<file path="config.mk">
export PLATFORM = sky130hd
export DESIGN_NAME = xlate_walker
export DESIGN_NICKNAME = d
export VERILOG_FILES = /design/src/rtl/walk_pkg.sv /design/src/rtl/walk_ctrl.sv /design/src/rtl/walk_path.sv /design/src/rtl/xlate_walker.sv
export SDC_FILE = /design/constraint.sdc
export NUM_CORES = 1
export LEC_CHECK = 0
export BUFFER_PORTS_ARGS = -buffer_cell sky130_fd_sc_hd__buf_4
export CORE_MARGIN = 2
export CORE_UTILIZATION = 55
export CTS_CLUSTER_SIZE = 40
export DETAILED_ROUTE_END_ITERATION = 16
export PLACE_DENSITY = 0.76
export SETUP_SLACK_MARGIN = 0.15
export SYNTH_ARGS = -nofsm -noshare
export SYNTH_HDL_FRONTEND = slang
export SYNTH_SLANG_ARGS = --single-unit
</file>
<file path="constraint.sdc">
create_clock -name clk -period 10.2 [get_ports clk]
set_input_delay 1.02 -clock clk [delete_from_list [all_inputs] [get_ports clk]]
set_output_delay 1.02 -clock clk [all_outputs]
set_load 0.02 [all_outputs]
</file>
<file path="src/rtl/walk_pkg.sv">
package walk_pkg;

  // Strobes from the walk controller to the datapath
  typedef struct packed {
    logic capture;   // latch a new request, choose start level
    logic advance;   // present entry at an upper level: descend
    logic finish;    // walk ends this cycle (result in rsp)
    logic fill;      // walk ends successfully: may write walk cache
  } walkStrobe_t;

  typedef enum logic [1:0] {
    ST_IDLE  = 2'd0,
    ST_ISSUE = 2'd1,
    ST_WAIT  = 2'd2
  } walkState_e;

endpackage

</file>
<file path="src/rtl/walk_ctrl.sv">
module walk_ctrl
  import walk_pkg::*;
(
  input  logic        clk,
  input  logic        rstN,
  input  logic        reqValid,
  input  logic        memReqReady,
  input  logic        memRspValid,
  input  logic        rspPresent,
  input  logic        atFinal,
  output walkStrobe_t strobe,
  output logic        busy,
  output logic        memReqValid,
  output logic        doneValid
);

  walkState_e state, stateNext;

  always_comb begin
    strobe    = '0;
    stateNext = state;
    unique case (state)
      ST_IDLE: begin
        if (reqValid) begin
          strobe.capture = 1'b1;
          stateNext      = ST_ISSUE;
        end
      end
      ST_ISSUE: begin
        if (memReqReady) stateNext = ST_WAIT;
      end
      ST_WAIT: begin
        if (memRspValid) begin
          if (!rspPresent || atFinal) begin
            strobe.finish = 1'b1;
            strobe.fill   = rspPresent;
            stateNext     = ST_IDLE;
          end else begin
            strobe.advance = 1'b1;
            stateNext      = ST_ISSUE;
          end
        end
      end
      default: stateNext = ST_IDLE;
    endcase
  end

  always_ff @(posedge clk) begin
    if (!rstN) begin
      state     <= ST_IDLE;
      doneValid <= 1'b0;
    end else begin
      state     <= stateNext;
      doneValid <= strobe.finish;
    end
  end

  assign busy        = (state != ST_IDLE);
  assign memReqValid = (state == ST_ISSUE);

  // a not-present entry ends the walk with no further read
  assert_no_read_after_fault_R4: assert property (@(posedge clk) disable iff (!rstN)
    (state == ST_WAIT && memRspValid && !rspPresent) |=> (!memReqValid && !busy && doneValid));

  // an unaccepted request stays up
  assert_req_held_R9: assert property (@(posedge clk) disable iff (!rstN)
    (memReqValid && !memReqReady) |=> memReqValid);

  // completion is a single-cycle pulse
  assert_done_pulse_R11: assert property (@(posedge clk) disable iff (!rstN)
    doneValid |=> !doneValid);

  // a walk starts only from a request
  assert_busy_start_R10: assert property (@(posedge clk) disable iff (!rstN)
    $rose(busy) |-> $past(reqValid));

endmodule

</file>
<file path="src/rtl/walk_path.sv">
module walk_path
  import walk_pkg::*;
#(
  parameter int VPN_W   = 36,
  parameter int PFN_W   = 40,
  parameter int DATA_W  = 64,
  parameter int LEVELS  = 4,
  parameter int IDX_W   = 9,
  parameter int WC_N    = 4
) (
  input  logic                           clk,
  input  logic                           rstN,
  input  walkStrobe_t                    strobe,
  input  logic                           flush,
  input  logic [VPN_W-1:0]               reqVpn,
  input  logic [PFN_W-1:0]               rootPfn,
  input  logic [DATA_W-1:0]              rspData,
  output logic [PFN_W+IDX_W+2:0]         memReqAddr,
  output logic                           rspPresent,
  output logic                           atFinal,
  output logic [PFN_W-1:0]               donePfn,
  output logic                           doneFault
);

  localparam int PAGE_SH  = 12;
  localparam int ENTRY_SH = 3;
  localparam int PA_W     = PFN_W + PAGE_SH;
  localparam int LVL_W    = (LEVELS > 1) ? $clog2(LEVELS) : 1;
  localparam int TAG_W    = VPN_W - IDX_W;
  localparam int WC_W     = (WC_N > 1) ? $clog2(WC_N) : 1;
  localparam logic [LVL_W-1:0] LVL_LAST = LVL_W'(LEVELS - 1);
  localparam logic [WC_W-1:0]  WC_LAST  = WC_W'(WC_N - 1);

  // ---------------- walk registers ----------------
  logic [VPN_W-1:0] walkVpn;
  logic [PFN_W-1:0] curBase;
  logic [PFN_W-1:0] finalBase;
  logic [LVL_W-1:0] level;
  logic             startedHit;

  // ---------------- walk cache ----------------
  logic [WC_N-1:0]  wcValid;
  logic [TAG_W-1:0] wcTag  [WC_N];
  logic [PFN_W-1:0] wcBase [WC_N];
  logic [WC_W-1:0]  rrPtr;
  logic [WC_N-1:0]  hitVec;
  logic [PFN_W-1:0] hitBase;
  logic             lookupHit;
  logic [TAG_W-1:0] reqTag;

  assign reqTag = reqVpn[VPN_W-1:IDX_W];

  genvar gi;
  generate
    for (gi = 0; gi < WC_N; gi++) begin : g_cmp
      assign hitVec[gi] = wcValid[gi] && (wcTag[gi] == reqTag);
    end
  endgenerate

  always_comb begin
    hitBase = '0;
    for (int i = 0; i < WC_N; i++) begin
      if (hitVec[i]) hitBase = hitBase | wcBase[i];
    end
  end
  assign lookupHit = |hitVec;

  // ---------------- per-level index fields ----------------
  logic [IDX_W-1:0] lvlIdx [LEVELS];
  generate
    for (gi = 0; gi < LEVELS; gi++) begin : g_idx
      assign lvlIdx[gi] = walkVpn[IDX_W*(LEVELS-1-gi) +: IDX_W];
    end
  endgenerate

  logic [PFN_W-1:0] rspFrame;
  logic             unusedRspBits;
  assign rspFrame      = rspData[PA_W-1:PAGE_SH];
  assign rspPresent    = rspData[0];
  assign unusedRspBits = ^{rspData[DATA_W-1:PA_W], rspData[PAGE_SH-1:1]};
  assign atFinal       = (level == LVL_LAST);
  assign memReqAddr    = {curBase, lvlIdx[level], {ENTRY_SH{1'b0}}};

  // ---------------- walk state ----------------
  always_ff @(posedge clk) begin
    if (!rstN) begin
      walkVpn    <= '0;
      curBase    <= '0;
      finalBase  <= '0;
      level      <= '0;
      startedHit <= 1'b0;
      donePfn    <= '0;
      doneFault  <= 1'b0;
    end else begin
      if (strobe.capture) begin
        walkVpn    <= reqVpn;
        startedHit <= lookupHit;
        if (lookupHit) begin
          curBase <= hitBase;
          level   <= LVL_LAST;
        end else begin
          curBase <= rootPfn;
          level   <= '0;
        end
      end
      if (strobe.advance) begin
        curBase <= rspFrame;
        level   <= level + 1'b1;
        if (level == LVL_W'(LEVELS - 2)) finalBase <= rspFrame;
      end
      if (strobe.finish) begin
        donePfn   <= rspPresent ? rspFrame : '0;
        doneFault <= !rspPresent;
      end
    end
  end

  // ---------------- walk cache update ----------------
  always_ff @(posedge clk) begin
    if (!rstN) begin
      wcValid <= '0;
      rrPtr   <= '0;
      for (int i = 0; i < WC_N; i++) begin
        wcTag[i]  <= '0;
        wcBase[i] <= '0;
      end
    end else if (flush) begin
      wcValid <= '0;
      rrPtr   <= '0;
    end else if (strobe.fill && !startedHit) begin
      wcValid[rrPtr] <= 1'b1;
      wcTag[rrPtr]   <= walkVpn[VPN_W-1:IDX_W];
      wcBase[rrPtr]  <= finalBase;
      rrPtr          <= (rrPtr == WC_LAST) ? '0 : rrPtr + 1'b1;
    end
  end

  // at most one entry matches a lookup
  assert_hit_onehot_R5: assert property (@(posedge clk) disable iff (!rstN)
    $onehot0(hitVec));

  // flush empties the cache
  assert_flush_clears_R8: assert property (@(posedge clk) disable iff (!rstN)
    flush |=> (wcValid == '0));

  // a faulting walk leaves the cache untouched
  assert_fault_no_fill_R6: assert property (@(posedge clk) disable iff (!rstN)
    (strobe.finish && !strobe.fill && !flush) |=> $stable(wcValid));

endmodule

</file>
<file path="src/rtl/xlate_walker.sv">
module xlate_walker
  import walk_pkg::*;
#(
  parameter int VPN_W  = 36,
  parameter int PFN_W  = 40,
  parameter int DATA_W = 64,
  parameter int LEVELS = 4,
  parameter int IDX_W  = 9,
  parameter int WC_N   = 4
) (
  input  logic                   clk,
  input  logic                   rstN,
  input  logic                   reqValid,
  input  logic [VPN_W-1:0]       reqVpn,
  input  logic [PFN_W-1:0]       rootPfn,
  input  logic                   flush,
  output logic                   busy,
  output logic                   memReqValid,
  input  logic                   memReqReady,
  output logic [PFN_W+11:0]      memReqAddr,
  input  logic                   memRspValid,
  input  logic [DATA_W-1:0]      memRspData,
  output logic                   doneValid,
  output logic [PFN_W-1:0]       donePfn,
  output logic                   doneFault
);

  walkStrobe_t strobe;
  logic        rspPresent;
  logic        atFinal;

  walk_ctrl u_ctrl (
    .clk        (clk),
    .rstN       (rstN),
    .reqValid   (reqValid),
    .memReqReady(memReqReady),
    .memRspValid(memRspValid),
    .rspPresent (rspPresent),
    .atFinal    (atFinal),
    .strobe     (strobe),
    .busy       (busy),
    .memReqValid(memReqValid),
    .doneValid  (doneValid)
  );

  walk_path #(
    .VPN_W (VPN_W),
    .PFN_W (PFN_W),
    .DATA_W(DATA_W),
    .LEVELS(LEVELS),
    .IDX_W (IDX_W),
    .WC_N  (WC_N)
  ) u_path (
    .clk       (clk),
    .rstN      (rstN),
    .strobe    (strobe),
    .flush     (flush),
    .reqVpn    (reqVpn),
    .rootPfn   (rootPfn),
    .rspData   (memRspData),
    .memReqAddr(memReqAddr),
    .rspPresent(rspPresent),
    .atFinal   (atFinal),
    .donePfn   (donePfn),
    .doneFault (doneFault)
  );

  // address does not move while the request waits
  assert_addr_stable_R9: assert property (@(posedge clk) disable iff (!rstN)
    (memReqValid && !memReqReady) |=> $stable(memReqAddr));

endmodule

</file>
==> flow_metrics.env <==
export IMPL_num_io_pins=242
export IMPL_fmax_mhz=238
export IMPL_clock_sinks=437
export IMPL_crit_path_max_fanout=67
export IMPL_drv_slew=0
export IMPL_initial_core_util_pct=55.8
export IMPL_grt_ovfl_total=0
export IMPL_seqPwrFrac_pct=50.3
export IMPL_grt_max_degree=68
export IMPL_p_switching_mw=0.857
export IMPL_clock_root_buffer="clkbuf_16"
export IMPL_crit_slowest_cell="dfxtp_1"
export IMPL_core_region_area_um2=33400
export IMPL_dp_cells=2210
export IMPL_dieArea_um2=35400
export IMPL_p_clk_share_pct=43.4
export IMPL_r2r_start="u_path.level[0]"
export IMPL_dp_hpwl_um=28100
export IMPL_irDropWorstVdd_uv=119
export IMPL_layout_common_cells="270 x and2_1, 268 x edfxtp_1, 233 x buf_4"
export IMPL_finalHoldViolations=0
export IMPL_status="finished clean"
export IMPL_setup_violations_final=0
export IMPL_fillCellCount=2483
export IMPL_end_kind="flip-flop"
export IMPL_drt_vias_per_instance=5.83
export IMPL_clk_pin_slew_ns=0.06
export IMPL_antennaDiodeCount=0
export IMPL_ant_nets=0
export IMPL_drc_errors=0
export IMPL_required_ns=10.35
export IMPL_max_stage_delay_ns=0.94
export IMPL_clockBufferDepth=3
export IMPL_worstHoldEndpoint="u_path.lvlIdx[7]"
export IMPL_post_cts_buffers=0
export IMPL_switching_share_pct=22.0
export IMPL_totalWireLength_um=48600
export IMPL_initialDrtViolationCount=1286
export IMPL_power_density_nw_per_um2=177
export IMPL_placed_area_um2=20500
export IMPL_area_growth_pct=18.1
export IMPL_fp_dieH_um=188
export IMPL_grt_pass1_vias=13400
export IMPL_skew_ns=0.0170
export IMPL_syn_area_um2=18700
export IMPL_crit_buf_inv=0
export IMPL_tns_ns=0
export IMPL_synth_seq_cells=437
export IMPL_cts_tree="yes"
export IMPL_p_leak_nw=8.45
export IMPL_r2r_setup_slack_ns=6.01
export IMPL_rsz0062_at_grt="false"
export IMPL_r2r_end="u_path.wcBase[0][31]"
export IMPL_critical_path_arrival_ns=4.35
export IMPL_grt_pass1_wl_um=74000
export IMPL_finalCritPeriodShare_pct=41.1
export IMPL_worst_skew_pair_late_latency_ns=0.55
export IMPL_syn_avg_cell_area_um2=11.2
export IMPL_drive_gt1_share_pct=18.2
export IMPL_p_int_mw=3.05
export IMPL_route_vias_total=13400
export IMPL_cts_resized=0
export IMPL_core_rowCount=67
export IMPL_crit_chain="ha_1 > and3_2 > and2b_1 > nand2b_1 > nor3_2 > nand2b_4"
export IMPL_finalCriticalPeriod_ns=4.19
export IMPL_design_area_um2=22000
export IMPL_routed_top_layer="met4"
export IMPL_track_usage_pct=27.0
export IMPL_cts_htree_levels=2
export IMPL_met1_length_um=19400
export IMPL_dieWidth_um=188
export IMPL_cpLargestDelayFamily="simple AND/OR/NAND/NOR gates"
export IMPL_hold_depth=2
export IMPL_reg2reg_depth=6
export IMPL_yosys_warnings=0
export IMPL_wl_per_cell_um=21.2
export IMPL_layout_commonest_cell="and2_1"
export IMPL_routed_wl_met3_um=3790
export IMPL_worst_slew_pin_slew_ns=1.15
export IMPL_slew_headroom_pct=23.5
export IMPL_place_gp_congestion=0.787
export IMPL_cts_buffers=44
export IMPL_yosysSeqAreaShare_pct=61.3
export IMPL_stdcell_count=2292
export IMPL_port_buffers=215
export IMPL_wl_met2_um=24300
export IMPL_hold_path_class="reg -> reg"
export IMPL_yosysUniqueCellTypes=39
export IMPL_path_class="reg -> reg"
export IMPL_nets=1960
export IMPL_critPathLaunchType="flip-flop"
export IMPL_combPwrFrac_pct=6.3
export IMPL_syn_inst=1670
export IMPL_drt_pre_antenna_iters=5
export IMPL_ctsHoldBuffers=0
export IMPL_grt_antenna_before_repair=0
export IMPL_hold_start="u_path.lvlIdx[7]"
export IMPL_max_cap_viol_count=0
[per-stage QoR]
step / hold slack [ns] / utilization (%) / setup WS [ns] / power, mW
2_1_floorplan: 0.433 / - / 1.14 / 2.13
3_3_place_gp: 0.442 / 61.3 / 5.93 / 2.24
3_5_place_dp: 0.447 / 61.3 / 5.90 / 2.24
4_1_cts: 0.459 / 65.9 / 5.97 / 3.91
5_1_grt: 0.485 / 65.9 / 5.77 / 3.99
6_report: 0.455 / 65.9 / 6.01 / 3.90
[routing by layer]
metal  global-route usage (%)  vias up
met2                     46.5      622
met5                        0        -
met4                     9.36        0
met1                     35.0     6540
li1                         -     6122
met3                     3.95       79
[how the worst max path moves through the flow]
| stage | cells past startpoint | slack [ns] | endpoint | from |
|---|---|---|---|---|
| finish | 6 | 6.01 | u_path.wcBase[0][31] | u_path.level[0] |
| global placement | 10 | 5.93 | u_path.curBase[27] | reqVpn[32] |
| detailed placement | 9 | 5.90 | u_path.curBase[27] | reqVpn[31] |
| CTS | 6 | 5.97 | u_path.wcBase[0][34] | u_path.level[0] |
| floorplan | 6 | 1.14 | u_path.wcBase[3][0] | memRspValid |
| global route | 6 | 5.77 | u_path.wcBase[0][34] | u_path.level[0] |
[registers in the layout, summed over array words and instances (netlist names)]
name,flops
u_ctrl.doneValid,1
u_ctrl.state,2
u_path.curBase,40
u_path.doneFault,1
u_path.donePfn,40
u_path.finalBase,40
u_path.level,2
u_path.lvlIdx,36
u_path.rrPtr,2
u_path.startedHit,1
u_path.wcBase,160
u_path.wcTag,108
u_path.wcValid,4
[power by group through the flow]
stage               clock (mW)  sequential [mW]  combinational [mW]
floorplan                    0             2.01               0.122
global placement             0             2.00               0.241
detailed placement           0             2.00               0.245
CTS                       1.71             1.96               0.246
global route              1.76             1.97               0.263
finish                    1.69             1.96               0.246
[logic make-up after synthesis]
group           synth area share, %
compound gates                 11.3
xor+xnor                       5.07
fa+ha+maj                     0.402
buf+inv                        3.29
flops                          61.3
mux                            1.09
other cells                  0.0201
simple gates                   17.6
[tightest hold or removal path, delay by kind of cell (launching register included)]
family / cells / cell delay [ns]
flops: 1 / 0.31
simple gates: 1 / 0.05
compound gates: 1 / 0.05
[cell type report]
cell class	instances	area, um^2	share of cell area, %
Clock inverter	23	275	1.25
Multi-Input combinational cell	1086	6730	30.5
Clock buffer	59	1260	5.72
Sequential cell	437	11400	51.9
Inverter	6	25.0	0.114
Timing Repair Buffer	233	1750	7.94
Tap cell	448	561	2.54
[synthesized netlist by cell type]
cell type  instances  area, um^2
a211o_1           33         289
a211oi_1           1        7.51
a21oi_1          158         791
a221o_1            7        70.1
a22oi_1          120         901
and2_0             1        6.26
and2_1           271        1700
and2b_1            1        7.51
and3_1             2        12.5
buf_1              6        22.5
buf_2             28         140
buf_4              3        22.5
buf_6              1        11.3
clkbuf_1         105         394
conb_1             1        3.75
dfxtp_1          169        3380
edfxtp_1         268        8050
ha_1               6        75.1
inv_1              5        18.8
inv_2              1        3.75
mux4_2             9         203
nand2_1          210         788
nand2b_1           8        50.1
nand3_1           45         225
nand4_1            8        50.1
nor2_1            56         210
nor2b_1            1        6.26
nor3_1             4        20.0
nor4_1            21         131
nor4_2             2        25.0
nor4_4             2        42.5
o21a_1             2        15.0
o21ai_0            2        10.0
o22ai_1            1        6.26
o41ai_1            2        17.5
or2_2              1        6.26
or3_1              1        6.26
xnor2_1           28         245
xor2_1            80         701
Note: power is estimated with default switching activity, not from simulation.
